[src/rtl/thr_irq_pkg.sv]
package thr_irq_pkg;

  typedef enum logic [1:0] {
    MODE_OFF   = 2'b00,
    MODE_LEVEL = 2'b01,
    MODE_ALERT = 2'b10,
    MODE_FORCE = 2'b11
  } irq_mode_e;

  typedef struct packed {
    logic       stop;
    irq_mode_e  mode;
    logic [2:0] persist;
  } ctrl_t;

  localparam logic [1:0] ADDR_CTRL = 2'd0;
  localparam logic [1:0] ADDR_SRC  = 2'd1;
  localparam logic [1:0] ADDR_LOW  = 2'd2;
  localparam logic [1:0] ADDR_HIGH = 2'd3;

  localparam logic [2:0] PERS_EVERY  = 3'd0;
  localparam logic [2:0] PERS_SINGLE = 3'd1;
  localparam logic [2:0] PERS_SHORT  = 3'd2;

endpackage

[src/rtl/thr_irq_regs.sv]
module thr_irq_regs
  import thr_irq_pkg::*;
#(
  parameter int DW = 16
) (
  input  logic          clk_i,
  input  logic          rst_ni,
  input  logic          we_i,
  input  logic [1:0]    addr_i,
  input  logic [DW-1:0] wdata_i,
  output ctrl_t         ctrl_o,
  output logic [1:0]    src_o,
  output logic [DW-1:0] low_o,
  output logic [DW-1:0] high_o,
  output logic          force_o
);

  ctrl_t         ctrl_q;
  logic [1:0]    src_q;
  logic [DW-1:0] low_q, high_q;

  always_ff @(posedge clk_i or negedge rst_ni) begin
    if (!rst_ni) begin
      ctrl_q <= '0;
      src_q  <= '0;
      low_q  <= '0;
      high_q <= '1;
    end else if (we_i) begin
      unique case (addr_i)
        ADDR_CTRL: begin
          ctrl_q.stop    <= wdata_i[6];
          ctrl_q.mode    <= irq_mode_e'(wdata_i[5:4]);
          ctrl_q.persist <= wdata_i[2:0];
        end
        ADDR_SRC:  src_q  <= wdata_i[1:0];
        ADDR_LOW:  low_q  <= wdata_i;
        default:   high_q <= wdata_i;
      endcase
    end
  end

  // software-set strobe: control write selecting the forced mode
  assign force_o = we_i && (addr_i == ADDR_CTRL) && (wdata_i[5:4] == 2'b11);

  assign ctrl_o = ctrl_q;
  assign src_o  = src_q;
  assign low_o  = low_q;
  assign high_o = high_q;

  a_r1_ctrl_write: assert property (@(posedge clk_i) disable iff (!rst_ni)
    (we_i && addr_i == ADDR_CTRL) |=>
      (ctrl_q.mode == irq_mode_e'($past(wdata_i[5:4])) && ctrl_q.stop == $past(wdata_i[6])));

  a_r1_src_write: assert property (@(posedge clk_i) disable iff (!rst_ni)
    (we_i && addr_i == ADDR_SRC) |=> (src_q == $past(wdata_i[1:0])));

endmodule

[src/rtl/thr_irq_filter.sv]
module thr_irq_filter
  import thr_irq_pkg::*;
#(
  parameter int DW          = 16,
  parameter int NCH         = 4,
  parameter int SHORT_TICKS = 1,
  parameter int LONG_TICKS  = 10
) (
  input  logic              clk_i,
  input  logic              rst_ni,
  input  logic              conv_done_i,
  input  logic [NCH*DW-1:0] ch_data_i,
  input  logic [$clog2(NCH)-1:0] src_i,
  input  logic [DW-1:0]     low_i,
  input  logic [DW-1:0]     high_i,
  input  logic [2:0]        persist_i,
  input  logic              tick_i,
  output logic              event_o
);

  localparam int CNT_W = $clog2(LONG_TICKS + 1);
  localparam logic [CNT_W-1:0] SHORT_LAST = CNT_W'(SHORT_TICKS - 1);
  localparam logic [CNT_W-1:0] LONG_LAST  = CNT_W'(LONG_TICKS - 1);
  localparam logic [CNT_W-1:0] CNT_MAX    = CNT_W'(LONG_TICKS);

  logic [DW-1:0] ch_arr [NCH];

  for (genvar k = 0; k < NCH; k++) begin : g_unpack
    assign ch_arr[k] = ch_data_i[k*DW +: DW];
  end

  logic [DW-1:0]    sel_val;
  logic             out_win, conv_in, conv_out, timed, tick_cnt, hit;
  logic [CNT_W-1:0] last_q;
  logic [CNT_W-1:0] cnt_q;
  logic             run_q;

  assign sel_val  = ch_arr[src_i];
  assign out_win  = (sel_val < low_i) || (sel_val > high_i);
  assign conv_in  = conv_done_i && !out_win;
  assign conv_out = conv_done_i && out_win;
  assign timed    = persist_i >= PERS_SHORT;
  assign last_q   = (persist_i == PERS_SHORT) ? SHORT_LAST : LONG_LAST;
  assign tick_cnt = run_q && tick_i && !conv_in;
  assign hit      = tick_cnt && (cnt_q == last_q);

  always_ff @(posedge clk_i or negedge rst_ni) begin
    if (!rst_ni) begin
      run_q <= 1'b0;
      cnt_q <= '0;
    end else if (conv_in) begin
      run_q <= 1'b0;
      cnt_q <= '0;
    end else begin
      if (conv_out) run_q <= 1'b1;
      if (tick_cnt && cnt_q < CNT_MAX) cnt_q <= cnt_q + 1'b1;
    end
  end

  always_comb begin
    event_o = 1'b0;
    if (timed)                           event_o = hit;
    else if (persist_i == PERS_SINGLE)   event_o = conv_out;
    else if (persist_i == PERS_EVERY)    event_o = conv_done_i;
  end

  a_r8_cnt_bound: assert property (@(posedge clk_i) disable iff (!rst_ni)
    cnt_q <= CNT_MAX);

  a_r8_inrange_zeroes: assert property (@(posedge clk_i) disable iff (!rst_ni)
    conv_in |=> (cnt_q == '0 && !run_q));

  a_r8_idle_no_count: assert property (@(posedge clk_i) disable iff (!rst_ni)
    (!run_q && !conv_done_i) |=> (cnt_q == $past(cnt_q)));

endmodule

[src/rtl/thr_irq_core.sv]
module thr_irq_core
  import thr_irq_pkg::*;
(
  input  logic      clk_i,
  input  logic      rst_ni,
  input  irq_mode_e mode_i,
  input  logic      stop_i,
  input  logic      event_i,
  input  logic      force_i,
  input  logic      clear_i,
  input  logic      alert_clr_i,
  input  logic      adc_en_i,
  output logic      irq_o,
  output logic      integ_en_o
);

  logic irq_q, irq_d, halt_q, halt_d, clr_hit;

  assign clr_hit = (mode_i == MODE_LEVEL && clear_i) ||
                   ((mode_i == MODE_ALERT || mode_i == MODE_FORCE) && alert_clr_i);

  // set beats clear in the same cycle
  always_comb begin
    if (force_i)                irq_d = 1'b1;
    else if (mode_i == MODE_OFF) irq_d = 1'b0;
    else if (event_i)           irq_d = 1'b1;
    else if (clr_hit)           irq_d = 1'b0;
    else                        irq_d = irq_q;
  end

  always_comb begin
    if (stop_i && irq_q)         halt_d = 1'b1;
    else if (!adc_en_i && !irq_q) halt_d = 1'b0;
    else                         halt_d = halt_q;
  end

  always_ff @(posedge clk_i or negedge rst_ni) begin
    if (!rst_ni) begin
      irq_q  <= 1'b0;
      halt_q <= 1'b0;
    end else begin
      irq_q  <= irq_d;
      halt_q <= halt_d;
    end
  end

  assign irq_o      = irq_q;
  assign integ_en_o = adc_en_i && !halt_q && !(stop_i && irq_q);

  a_r5_off_quiet: assert property (@(posedge clk_i) disable iff (!rst_ni)
    (mode_i == MODE_OFF && !force_i) |=> !irq_q);

  a_r11_force_sets: assert property (@(posedge clk_i) disable iff (!rst_ni)
    force_i |=> irq_q);

  a_r9_level_holds: assert property (@(posedge clk_i) disable iff (!rst_ni)
    (irq_q && mode_i == MODE_LEVEL && !clear_i) |=> irq_q);

  a_r12_set_wins: assert property (@(posedge clk_i) disable iff (!rst_ni)
    (event_i && mode_i != MODE_OFF) |=> irq_q);

  a_r13_stop_freezes: assert property (@(posedge clk_i) disable iff (!rst_ni)
    (stop_i && irq_q) |=> !integ_en_o);

endmodule

[src/rtl/thr_irq_ctrl.sv]
module thr_irq_ctrl
  import thr_irq_pkg::*;
#(
  parameter int DW          = 16,
  parameter int SHORT_TICKS = 1,
  parameter int LONG_TICKS  = 10
) (
  input  logic            clk_i,
  input  logic            rst_ni,
  input  logic            reg_we_i,
  input  logic [1:0]      reg_addr_i,
  input  logic [DW-1:0]   reg_wdata_i,
  input  logic            conv_done_i,
  input  logic [4*DW-1:0] ch_data_i,
  input  logic            tick_i,
  input  logic            clear_i,
  input  logic            alert_clr_i,
  input  logic            adc_en_i,
  output logic            integ_en_o,
  output logic            irq_oe_o
);

  localparam int NCH = 4;

  ctrl_t         ctrl;
  logic [1:0]    src;
  logic [DW-1:0] low_thr, high_thr;
  logic          force_set, qual_event;

  thr_irq_regs #(.DW(DW)) u_regs (
    .clk_i   (clk_i),
    .rst_ni  (rst_ni),
    .we_i    (reg_we_i),
    .addr_i  (reg_addr_i),
    .wdata_i (reg_wdata_i),
    .ctrl_o  (ctrl),
    .src_o   (src),
    .low_o   (low_thr),
    .high_o  (high_thr),
    .force_o (force_set)
  );

  thr_irq_filter #(
    .DW(DW), .NCH(NCH), .SHORT_TICKS(SHORT_TICKS), .LONG_TICKS(LONG_TICKS)
  ) u_filter (
    .clk_i       (clk_i),
    .rst_ni      (rst_ni),
    .conv_done_i (conv_done_i),
    .ch_data_i   (ch_data_i),
    .src_i       (src),
    .low_i       (low_thr),
    .high_i      (high_thr),
    .persist_i   (ctrl.persist),
    .tick_i      (tick_i),
    .event_o     (qual_event)
  );

  thr_irq_core u_core (
    .clk_i       (clk_i),
    .rst_ni      (rst_ni),
    .mode_i      (ctrl.mode),
    .stop_i      (ctrl.stop),
    .event_i     (qual_event),
    .force_i     (force_set),
    .clear_i     (clear_i),
    .alert_clr_i (alert_clr_i),
    .adc_en_i    (adc_en_i),
    .irq_o       (irq_oe_o),
    .integ_en_o  (integ_en_o)
  );

endmodule

[config.mk]
export PLATFORM = sky130hd
export DESIGN_NAME = thr_irq_ctrl
export DESIGN_NICKNAME = d
export VERILOG_FILES = /design/src/rtl/thr_irq_pkg.sv /design/src/rtl/thr_irq_regs.sv /design/src/rtl/thr_irq_filter.sv /design/src/rtl/thr_irq_core.sv /design/src/rtl/thr_irq_ctrl.sv
export SDC_FILE = /design/constraint.sdc
export NUM_CORES = 1
export LEC_CHECK = 0
export ABC_AREA = 1
export BUFFER_PORTS_ARGS = -buffer_cell sky130_fd_sc_hd__buf_2
export CAP_MARGIN = 10
export CORE_UTILIZATION = 51
export CTS_CLUSTER_DIAMETER = 30
export DETAILED_ROUTE_END_ITERATION = 8
export PLACE_DENSITY = 0.79
export SKIP_CTS_REPAIR_TIMING = 1
export SLEW_MARGIN = 30
export SYNTH_ARGS = -nofsm -noshare
export SYNTH_HDL_FRONTEND = slang
export SYNTH_SLANG_ARGS = --single-unit
[constraint.sdc]
create_clock -name clk_i -period 3.77 [get_ports clk_i]
set_input_delay 0.5655 -clock clk_i [delete_from_list [all_inputs] [get_ports clk_i]]
set_output_delay 0.5655 -clock clk_i [all_outputs]
set_load 0.005 [all_outputs]
==> out/results.ini, run 1 <==
[run_status]
run_status=finished clean

[die]
rows=28
die_area_um2=6538
chipWidth_um=80.86
initial_util_pct=53.26
fp.dieH_um=80.86
core_um2=5956
top_level_ports=92

[detailed_routing]
avgRoutedWirePerCell_um=13.01
routed-via-count=3013
dr.first_iter.drc_count=174
detail_route.first_pass.iterations=4
remaining_drc_errors=0
wirelength_um=7548
route.antenna.remaining_nets=0
viasPerCell=5.195

[setup_path]
cp_top_family=compound AO/OA/AOI/OAI gates
critical-path-max-stage-delay_ps=720
start_kind=flip-flop
worst_path_max_delay_cell=sky130_fd_sc_hd__dfrtp_1
crit_path_cell_chain=buf_4 > o21ai_0 > o22ai_1 > ha_1 > a21oi_1 > o21ai_0 > o21ai_0 > nand2_1 > nand2_1 > nand3_4 > nand3_1 > nand2_1 > nand2_1 > nand3_1
cp.arrival_ps=3130
worst_setup_path_end_kind=flip-flop
critical_path_class=reg2reg
worst-endpoint-required_ps=3950
cp.buffers_inverters=1
critical_path_peak_fanout=19
crit_path_frequent_cell=sky130_fd_sc_hd__nand2_1

[logic_synthesis]
asyncSetResetFlopFracSynth_pct=100.0
synth_area_leaders=sky130_fd_sc_hd__dfrtp_1 24%, sky130_fd_sc_hd__dfstp_2 13%, sky130_fd_sc_hd__ha_1 13%
syn_area_per_cell_um2=7.534
yosys_warnings=0
synth.distinct_cells=31
ys_seq_elements=47
synth-main-ff-cell=sky130_fd_sc_hd__dfrtp_1
postSynthCellCount=421
yosysTopAreaCellShare_pct=24.46
yosys.cell_count.top_type=sky130_fd_sc_hd__o21ai_0
synth-edff-count=0
synth_fp_nets=543
synth_area_leader_cell=sky130_fd_sc_hd__dfrtp_1
synth_common_cells=74 x sky130_fd_sc_hd__o21ai_0, 72 x sky130_fd_sc_hd__nand2_1, 62 x sky130_fd_sc_hd__inv_1
syn_area_um2=3172
synth-seq-area-share_pct=37.71

[clocking]
cts_max_path_buffers=2
tritoncts_clock_tree=yes
cts-htree-levels=2
numClockSinks=47
clk-insertion-delay-late_ps=300
tritoncts.num_buffers=5
cts.reportedPaths.clkPinSlew_ps=90
cts.root.buffer_cell=sky130_fd_sc_hd__clkbuf_8

[global_routing]
grt_start_max_net_pins=48
gr-total-overflow=0
globalRouteMet3Util_pct=3.933
grt_use_met2_pct=39.83
grt_use_total_pct=24.43
grt_use_met1_pct=33.24
vias_in_the_first_global_route=2692
antenna_found_initial=0
wire_length_of_the_first_global_routing_pass_um=12200
busiest_layer=met2

[cells_and_area]
layout-drive-gt1-share_pct=24.95
area.growth.synth_to_final_pct=18.97
fin_nets=626
insertedDiodeCount=0

[sta]
slew_viol_final=0
finalCritPeriodShare_pct=78.15
timing.final.crit_period_ps=2946
final.setup.tns_ps=0
report.final.setup_viol=0
timing.final.hold_violations=0
max_slew.worst_pin.slew_ps=593.6
fin_skew_ps=9.590
grt_setup_unrepaired=false
max_slew_margin_pct=60.43
max_freq_mhz=339.4
finalHoldWorstSlack_ps=254.3

[placement]
dpl.hpwl_um=5642
io_buffers=91
global_placement_routability_congestion=0.8528

[hold_path]
holdCritPathClass=in2async

[power]
worst_vdd_ir_mv=0.2471
total_power_w=0.001753
power_leakage_nw=1.981
power_density_nw_per_um2=464.7

[job]
timing.max_cap.violations=0

-- worst paths after layout --
kind,start,end,slack (ps),cells past startpoint
worst max-delay path,u_regs.src_o[0],u_core.irq_o,820,14
worst min-delay path,rst_ni,u_regs.low_o[12],250,1
worst max register to register,u_regs.src_o[0],u_core.irq_o,820,14
worst min register to register,u_regs.low_o[11],u_regs.low_o[11],490,2
max in group asynchronous,rst_ni,u_core.halt_q,3100,1
min in group clk_i,reg_wdata_i[14],u_regs.high_o[14],490,3
-- sequential cells by signal, indices dropped and copies added (netlist names) --
| register | cells |
|---|---|
| u_regs.low_o | 16 |
| u_regs.src_o | 2 |
| u_regs.ctrl_o | 6 |
| u_regs.high_o | 16 |
| u_core.halt_q | 1 |
| u_filter.run_q | 1 |
| u_core.irq_o | 1 |
| u_filter.cnt_q | 4 |
-- cells by family after synthesis --
logic type               after synthesis  synth area share (%)
AND/OR/NAND/NOR                      145                 19.57
AO/OA/AOI/OAI                        116                 19.96
buffers and inverters                 80                 9.862
flip-flops                            47                 37.71
adder cells (fa/ha/maj)               32                 12.62
XOR/XNOR                               1                0.2762
-- per-stage QoR --
stage	area [µm²]	util (%)	instances	setup slack, ps
after floorplan	3172	-	421	1412
after global placement	3661	61.47	572	1018
after detailed placement	3674	61.68	572	857.8
after CTS	3774	63.36	580	849.0
after global routing	3774	63.36	580	467.7
final	3774	63.36	580	823.7
-- cells in the final DEF (no fill, tap or decap) --
cell type,synthesis,final
sky130_fd_sc_hd__dfrtp_1,31,31
sky130_fd_sc_hd__and3_1,1,1
sky130_fd_sc_hd__or2_2,2,2
sky130_fd_sc_hd__a21boi_1,1,1
sky130_fd_sc_hd__buf_2,0,90
sky130_fd_sc_hd__nor3b_1,1,1
sky130_fd_sc_hd__nand2_2,2,2
sky130_fd_sc_hd__o21ai_1,3,3
sky130_fd_sc_hd__xor2_1,1,1
sky130_fd_sc_hd__a21oi_1,16,16
sky130_fd_sc_hd__nand2_1,72,72
sky130_fd_sc_hd__nand3b_1,2,2
sky130_fd_sc_hd__nand3_4,1,1
sky130_fd_sc_hd__nand3_2,1,3
sky130_fd_sc_hd__o211a_1,2,2
sky130_fd_sc_hd__a211oi_1,1,1
sky130_fd_sc_hd__nor2_1,40,40
sky130_fd_sc_hd__clkbuf_8,0,7
sky130_fd_sc_hd__o21a_1,3,3
sky130_fd_sc_hd__nor3_1,4,4
sky130_fd_sc_hd__inv_1,62,62
sky130_fd_sc_hd__nand4_1,3,3
sky130_fd_sc_hd__inv_6,1,1
sky130_fd_sc_hd__nand3_1,16,14
sky130_fd_sc_hd__o22ai_1,15,15
sky130_fd_sc_hd__ha_1,32,32
sky130_fd_sc_hd__o21ai_4,1,1
sky130_fd_sc_hd__o21ai_0,74,74
sky130_fd_sc_hd__dfstp_2,16,16
sky130_fd_sc_hd__buf_4,0,2
sky130_fd_sc_hd__inv_2,1,1
sky130_fd_sc_hd__clkbuf_1,14,1
-- area by class of cell --
cell class                      instances  area, µm²
Timing Repair Buffer                   92      465.4
Tap cell                               75      93.84
Multi-Input combinational cell        294       1673
Fill cell                             532       2182
Sequential cell                        47       1196
Clock buffer                            8      100.1
Inverter                               64      245.2
-- worst register-to-register path, cell delays in order, from the launching register on --
cell,delay (ps)
sky130_fd_sc_hd__dfrtp_1,720
sky130_fd_sc_hd__buf_4,300
sky130_fd_sc_hd__o21ai_0,110
sky130_fd_sc_hd__o22ai_1,310
sky130_fd_sc_hd__ha_1,330
sky130_fd_sc_hd__a21oi_1,150
sky130_fd_sc_hd__o21ai_0,90
sky130_fd_sc_hd__o21ai_0,160
sky130_fd_sc_hd__nand2_1,70
sky130_fd_sc_hd__nand2_1,150
sky130_fd_sc_hd__nand3_4,150
sky130_fd_sc_hd__nand3_1,120
sky130_fd_sc_hd__nand2_1,50
sky130_fd_sc_hd__nand2_1,50
sky130_fd_sc_hd__nand3_1,80
-- power breakdown --
| group | leakage, nW | internal (W) | switching (W) | total [W] |
|---|---|---|---|---|
| combinational | 1.37 | 0.000299 | 0.000423 | 0.000723 |
| clock | 0.0515 | 0.000168 | 0.000165 | 0.000332 |
| sequential | 0.555 | 0.000623 | 0.0000760 | 0.000699 |
-- layer usage --
metal,wire length (µm),up-vias
met1,3681,1349
li1,-,1556
met5,0,-
met3,482,6
met4,61,0
met2,3322,102
Power figures use the tool's default switching activity.
==> inputs of run 2 (changes only) <==
==> constraint.sdc (replaced) <==
create_clock -name clk_i -period 2.95 [get_ports clk_i]
set_input_delay 0.4425 -clock clk_i [delete_from_list [all_inputs] [get_ports clk_i]]
set_output_delay 0.4425 -clock clk_i [all_outputs]
set_load 0.005 [all_outputs]
==> out/results.ini, run 2 (same netlist as run 1, synthesis figures left out) <==
[sta]
max_slew_margin_pct=60.40  ; about the same
report.final.setup_viol=0  ; unchanged
max_slew.worst_pin.slew_ps=593.9  ; +0.3596 ps
final.setup.tns_ps=0  ; unchanged
fin_skew_ps=2.484  ; -7.105 ps
slew_viol_final=0  ; unchanged
max_freq_mhz=370.6  ; +9.2%
finalHoldWorstSlack_ps=132.7  ; -121.6 ps
timing.final.hold_violations=0  ; unchanged
timing.final.crit_period_ps=2698  ; -247.9 ps
grt_setup_unrepaired=false
finalCritPeriodShare_pct=91.47  ; +13 points

[die]
die_area_um2=6538  ; unchanged
top_level_ports=92  ; unchanged
chipWidth_um=80.86  ; unchanged
fp.dieH_um=80.86  ; unchanged
initial_util_pct=53.26  ; unchanged
rows=28  ; unchanged
core_um2=5956  ; unchanged

[detailed_routing]
routed-via-count=3062  ; +1.6%
detail_route.first_pass.iterations=5  ; +1
dr.first_iter.drc_count=212  ; +22%
avgRoutedWirePerCell_um=12.74  ; -2.1%
wirelength_um=7427  ; -1.6%
remaining_drc_errors=0  ; unchanged
viasPerCell=5.252  ; +1.1%
route.antenna.remaining_nets=0  ; unchanged

[clocking]
numClockSinks=47  ; unchanged
cts-htree-levels=2  ; unchanged
clk-insertion-delay-late_ps=300  ; about the same
cts.reportedPaths.clkPinSlew_ps=80  ; about the same
tritoncts_clock_tree=yes
tritoncts.num_buffers=5  ; unchanged
cts.root.buffer_cell=sky130_fd_sc_hd__clkbuf_8
cts_max_path_buffers=2  ; unchanged

[setup_path]
cp_top_family=compound AO/OA/AOI/OAI gates
cp.buffers_inverters=1  ; unchanged
worst_setup_path_end_kind=flip-flop
r2r_end=u_core.irq_o
r2r_start=u_regs.src_o[0]
critical_path_peak_fanout=16  ; -3
crit_path_cell_chain=buf_4 > o21ai_0 > o22ai_1 > ha_1 > a21oi_1 > o21ai_0 > o21ai_0 > nand2_1 > nand2_1 > nand3_4 > nand3_1 > nand2_1 > nand2_1 > nand3_1
critical_path_class=reg2reg
critical-path-max-stage-delay_ps=540  ; -180 ps
cp.arrival_ps=2890  ; -240 ps
worst_setup_path_startpoint=u_regs.src_o[0]
r2r.worst_path.cells=14  ; unchanged
critPathCapture=u_core.irq_o
crit_path_frequent_cell=sky130_fd_sc_hd__nand2_1
worst_path_max_delay_cell=sky130_fd_sc_hd__dfrtp_1
timing.reg2reg.setup_slack_ps=250  ; -570 ps
start_kind=flip-flop
path_depth=14  ; unchanged
worst-endpoint-required_ps=3140  ; -810 ps

[cells_and_area]
fillcell_total=523  ; -1.7%
insertedDiodeCount=0  ; unchanged
finalInstanceArea_um2=3772  ; about the same
area.growth.synth_to_final_pct=18.93  ; about the same
fin_nets=629  ; +0.48%
commonest_cells_after_routing_fill_and_taps_aside=90 x sky130_fd_sc_hd__buf_2, 74 x sky130_fd_sc_hd__o21ai_0, 72 x sky130_fd_sc_hd__nand2_1, 62 x sky130_fd_sc_hd__inv_1, 40 x sky130_fd_sc_hd__nor2_1
layout-drive-gt1-share_pct=25.20  ; +0.25 points
layout.cells.non_filler=583  ; +0.52%
layout_commonest_cell=sky130_fd_sc_hd__buf_2

[job]
timing.max_cap.violations=0  ; unchanged

[global_routing]
antenna_found_initial=0  ; unchanged
grt_use_total_pct=23.73  ; -0.70 points
vias_in_the_first_global_route=2794  ; +3.8%
wire_length_of_the_first_global_routing_pass_um=11960  ; -2.0%
grt_start_max_net_pins=48  ; unchanged
gr-total-overflow=0  ; unchanged

[placement]
detailed_place.area_um2=3686  ; +0.34%
post-place-cells=575  ; +0.52%
dpl.hpwl_um=5733  ; +1.6%
io_buffers=91  ; unchanged
global_placement_routability_congestion=0.9455  ; +11%

[hold_path]
holdCritPathClass=in2async

[power]
power_density_nw_per_um2=579.3  ; +25%
worst_vdd_ir_mv=0.4534  ; +84%
power_leakage_nw=1.981  ; about the same

[run_status]
run_status=finished clean

run 2: cell count changes in the layout (fill, tap and decap cells not counted):
cell / delta
sky130_fd_sc_hd__clkbuf_8: -2
sky130_fd_sc_hd__nand3_2: -2
sky130_fd_sc_hd__clkinvlp_4: +1
sky130_fd_sc_hd__dfrtp_2: +1
sky130_fd_sc_hd__buf_4: +3
sky130_fd_sc_hd__clkinv_2: +1
sky130_fd_sc_hd__dfrtp_1: -1
sky130_fd_sc_hd__nand3_1: +2
run 2: worst min-delay path by stage:
stage | start | to | cells past startpoint
floorplan | rst_ni | u_core.halt_q | 0
global placement | u_filter.run_q | u_filter.run_q | 1
detailed placement | u_regs.low_o[2] | u_regs.low_o[2] | 2
CTS | rst_ni | u_filter.cnt_q[3] | 1
global route | rst_ni | u_regs.low_o[13] | 1
finish | rst_ni | u_regs.low_o[13] | 1
run 2: worst register-to-register path, cell delays in order, from the launching register on:
cell	delay [ps]
sky130_fd_sc_hd__dfrtp_1	540
sky130_fd_sc_hd__buf_4	260
sky130_fd_sc_hd__o21ai_0	100
sky130_fd_sc_hd__o22ai_1	280
sky130_fd_sc_hd__ha_1	320
sky130_fd_sc_hd__a21oi_1	170
sky130_fd_sc_hd__o21ai_0	90
sky130_fd_sc_hd__o21ai_0	170
sky130_fd_sc_hd__nand2_1	70
sky130_fd_sc_hd__nand2_1	140
sky130_fd_sc_hd__nand3_4	140
sky130_fd_sc_hd__nand3_1	120
sky130_fd_sc_hd__nand2_1	60
sky130_fd_sc_hd__nand2_1	60
sky130_fd_sc_hd__nand3_1	60
run 2: metrics by stage:
step | power (W) | setup WS (ps) | util [%]
4_1_cts | 0.002199 | 225.5 | 63.32
6_report | 0.002185 | 251.6 | 63.34
5_1_grt | 0.002389 | 60.96 | 63.34
2_1_floorplan | 0.001546 | 591.9 | -
3_3_place_gp | 0.001765 | 319.9 | 61.85
3_5_place_dp | 0.001805 | 245.9 | 61.89
run 2: final cells by class:
| cell class | instances | area [µm²] | area share [%] |
|---|---|---|---|
| clock buffer | 6 | 72.57 | 1.924 |
| clock inverter | 2 | 12.51 | 0.3317 |
| inverter | 64 | 245.2 | 6.501 |
| multi-input combinational | 294 | 1663 | 44.08 |
| sequential | 47 | 1197 | 31.74 |
| tap | 75 | 93.84 | 2.488 |
| timing repair buffer | 95 | 488.0 | 12.94 |
run 2: where the power goes:
group | switching (W) | internal [W] | total [W] | leakage [nW]
Combinational | 0.000534 | 0.000384 | 0.000919 | 1.39
Sequential | 0.0000891 | 0.000796 | 0.000885 | 0.554
Clock | 0.000216 | 0.000166 | 0.000382 | 0.0412
run 2: layer usage:
layer	part of all wire, %	track usage (%)	vias to the layer above
met5	0	0	-
met4	1.4	7.321	0
met3	7.0	3.708	7
met2	44	39.66	131
met1	48	31.52	1363
li1	-	-	1561
==> inputs of run 3 (changes only) <==
--- a/config.mk
+++ b/config.mk
@@ -5,7 +5,6 @@
 export SDC_FILE = /design/constraint.sdc
 export NUM_CORES = 1
 export LEC_CHECK = 0
-export ABC_AREA = 1
 export BUFFER_PORTS_ARGS = -buffer_cell sky130_fd_sc_hd__buf_2
 export CAP_MARGIN = 10
 export CORE_UTILIZATION = 51
==> out/results.ini, run 3 <==
[power]
power_density_nw_per_um2=614.0  ; +6.0%
share_seq_of_total_power_pct=39.5  ; -1.0 points
net-switching-power_w=0.0008086  ; -3.7%
share_comb_of_total_power_pct=39.7  ; -2.3 points
clock_power_share_pct=20.8  ; +3.3 points
power.share.switching_pct=34.13  ; -4.3 points
cell_internal_pwr_w=0.001561  ; +16%
worst_vdd_ir_mv=0.2961  ; -35%
power_leakage_nw=1.885  ; -4.8%

[logic_synthesis]
synth_area_leaders=sky130_fd_sc_hd__dfrtp_1 25%, sky130_fd_sc_hd__dfstp_2 13%, sky130_fd_sc_hd__ha_1 13%
yosys_warnings=0  ; unchanged
syn_area_per_cell_um2=11.56  ; +53%
synth-seq-area-share_pct=37.89  ; +0.18 points
synth_area_leader_cell=sky130_fd_sc_hd__dfrtp_1
yosys.cell_count.top_type=sky130_fd_sc_hd__inv_1
asyncSetResetFlopFracSynth_pct=100.0  ; unchanged
synth_fp_nets=395  ; -27%
synth_common_cells=35 x sky130_fd_sc_hd__inv_1, 32 x sky130_fd_sc_hd__ha_1, 31 x sky130_fd_sc_hd__dfrtp_1
synth.distinct_cells=41  ; +32%
postSynthCellCount=273  ; -35%
yosysTopAreaCellShare_pct=24.57  ; +0.12 points
synth-main-ff-cell=sky130_fd_sc_hd__dfrtp_1
ys_seq_elements=47  ; unchanged
synth-edff-count=0  ; unchanged
syn_area_um2=3157  ; -0.47%

[die]
top_level_ports=92  ; unchanged
chipWidth_um=80.68  ; -0.23%
initial_util_pct=53.00  ; -0.25 points
core_um2=5956  ; unchanged
fp.dieH_um=80.68  ; -0.23%
die_area_um2=6508  ; -0.46%
rows=28  ; unchanged

[placement]
io_buffers=91  ; unchanged
global_placement_routability_congestion=0.8998  ; -4.8%
dpl_worst_slack_ps=17.87  ; -228.0 ps
dpl.hpwl_um=5615  ; -2.1%
post-place-cells=438  ; -24%

[global_routing]
gr-total-overflow=0  ; unchanged
grt_start_max_net_pins=48  ; unchanged
wire_length_of_the_first_global_routing_pass_um=11970  ; +0.12%
antenna_found_initial=0  ; unchanged
vias_in_the_first_global_route=2650  ; -5.2%
grt_use_total_pct=24.33  ; +0.60 points

[sta]
max_freq_mhz=350.5  ; -5.4%
finalCritPeriodShare_pct=96.71  ; +5.2 points
timing.final.hold_violations=0  ; unchanged
final.setup.tns_ps=0  ; unchanged
setup_ws_ps=97.05  ; -154.5 ps
max_slew_margin_pct=51.67  ; -8.7 points
max_slew.worst_pin.slew_ps=721.8  ; +127.8 ps
fin_skew_ps=7.457  ; +4.973 ps
report.final.setup_viol=0  ; unchanged
timing.final.crit_period_ps=2853  ; +154.5 ps
grt_setup_unrepaired=false
finalHoldWorstSlack_ps=133.4  ; +0.6940 ps
slew_viol_final=0  ; unchanged

[detailed_routing]
routed-via-count=2498  ; -18%
dr_wl_met3_um=386  ; -26%
dr.first_iter.drc_count=119  ; -44%
avgRoutedWirePerCell_um=16.01  ; +26%
top_layer=met4
met2_length_um=3726  ; +15%
remaining_drc_errors=0  ; unchanged
viasPerCell=5.601  ; +6.6%
detail_route.first_pass.iterations=6  ; +1
drt-met1-wl_um=2911  ; -18%
route.antenna.remaining_nets=0  ; unchanged
wirelength_um=7141  ; -3.9%

[setup_path]
path_depth=9  ; -5
start_kind=flip-flop
cp.buffers_inverters=1  ; unchanged
critical_path_class=reg2reg
worst_path_max_delay_cell=sky130_fd_sc_hd__mux4_2
critPathCapture=u_core.irq_o
critical-path-max-stage-delay_ps=550  ; about the same
crit_path_frequent_cell=sky130_fd_sc_hd__a21oi_1
r2r_end=u_core.irq_o
cp.arrival_ps=3080  ; +190 ps
crit_path_cell_chain=buf_4 > mux4_2 > ha_1 > a21oi_1 > o21ai_0 > a21oi_1 > a41oi_1 > a221oi_2 > mux2i_1
critical_path_peak_fanout=8  ; -8
r2r_start=u_regs.src_o[0]
cp_top_family=compound AO/OA/AOI/OAI gates
timing.reg2reg.setup_slack_ps=100  ; -150 ps
worst_setup_path_end_kind=flip-flop
worst-endpoint-required_ps=3170  ; +30 ps
worst_setup_path_startpoint=u_regs.src_o[0]
r2r.worst_path.cells=9  ; -5

[job]
timing.max_cap.violations=0  ; unchanged

[cells_and_area]
fillcell_total=463  ; -11%
layout-drive-gt1-share_pct=43.94  ; +19 points
layout_commonest_cell=sky130_fd_sc_hd__buf_2
area.growth.synth_to_final_pct=22.24
sequential_cell_area_um2=1196  ; -0.10%
layout.cells.non_filler=446  ; -23%
insertedDiodeCount=0  ; unchanged
multi_input_comb_area_um2=1812  ; +9.0%
commonest_cells_after_routing_fill_and_taps_aside=90 x sky130_fd_sc_hd__buf_2, 35 x sky130_fd_sc_hd__inv_1, 32 x sky130_fd_sc_hd__ha_1, 31 x sky130_fd_sc_hd__dfrtp_1, 20 x sky130_fd_sc_hd__mux2_1
fin_nets=492  ; -22%

[clocking]
cts-htree-levels=2  ; unchanged
tritoncts_clock_tree=yes
cts_max_path_buffers=2  ; unchanged
numClockSinks=47  ; unchanged
cts.reportedPaths.clkPinSlew_ps=90  ; about the same
clk-insertion-delay-late_ps=300  ; about the same
tritoncts.num_buffers=5  ; unchanged
cts.root.buffer_cell=sky130_fd_sc_hd__clkbuf_8

[run_status]
run_status=finished clean

[hold_path]
holdCritPathClass=in2async

-- run 3: cell count changes in the layout (fill, tap and decap cells not counted), moves of 3 or more --
cell,delta
sky130_fd_sc_hd__mux2i_1,+3
sky130_fd_sc_hd__mux4_2,+16
sky130_fd_sc_hd__nand2b_1,+4
sky130_fd_sc_hd__o21ai_0,-67
sky130_fd_sc_hd__a21oi_1,-3
sky130_fd_sc_hd__mux2_2,+19
sky130_fd_sc_hd__o22ai_1,-15
sky130_fd_sc_hd__mux2_1,+20
sky130_fd_sc_hd__nor2_1,-24
sky130_fd_sc_hd__nand2_1,-59
sky130_fd_sc_hd__nand3_1,-11
sky130_fd_sc_hd__inv_1,-27
-- run 3: cell families (layout without fill, tap and decap cells) --
logic type               after synthesis  count (layout)  synth area share (%)
XOR/XNOR                               2               2                0.5550
adder cells (fa/ha/maj)               32              32                 12.68
AND/OR/NAND/NOR                       55              55                 9.631
AO/OA/AOI/OAI                         38              38                 7.848
multiplexers                          58              58                 26.28
buffers and inverters                 41             139                 5.113
flip-flops                            47              47                 37.89
-- run 3: worst min path at each step --
stage | startpoint | endpoint | slack [ps] | depth (start not counted)
finish | rst_ni | u_regs.low_o[0] | 130 | 1
global route | rst_ni | u_regs.low_o[0] | 180 | 1
CTS | rst_ni | u_regs.low_o[0] | 160 | 1
detailed placement | rst_ni | u_regs.low_o[14] | 480 | 1
global placement | u_regs.low_o[13] | u_regs.low_o[13] | 470 | 1
floorplan | rst_ni | u_core.halt_q | 150 | 0
-- run 3: power by group through the flow --
stage | combinational, W | clock, W | sequential [W]
floorplan | 0.000674 | 0 | 0.000903
global placement | 0.000876 | 0 | 0.000935
detailed placement | 0.000917 | 0 | 0.000945
CTS | 0.000933 | 0.000496 | 0.000934
global route | 0.00105 | 0.000529 | 0.000958
finish | 0.000940 | 0.000493 | 0.000936
-- run 3: area by class of cell --
type | instances | share of cell area (%)
Multi-Input combinational cell | 185 | 46.95
Clock buffer | 6 | 2.140
Sequential cell | 47 | 31.00
Timing Repair Buffer | 96 | 13.16
Tap cell | 75 | 2.432
Inverter | 35 | 3.405
Clock inverter | 2 | 0.9079
-- run 3: per-stage QoR --
step	total power, W	cell area, µm²	utilization, %
floorplan	0.001577	3158	-
global placement	0.001811	3726	62.56
detailed placement	0.001862	3729	62.61
CTS	0.002364	3846	64.58
global route	0.002542	3859	64.79
finish	0.002369	3859	64.79
-- run 3: metal layers --
layer | global-route usage [%] | vias up
li1 | - | 1187
met1 | 30.83 | 1210
met2 | 42.80 | 84
met3 | 3.864 | 17
met4 | 6.607 | 0
met5 | 0 | -
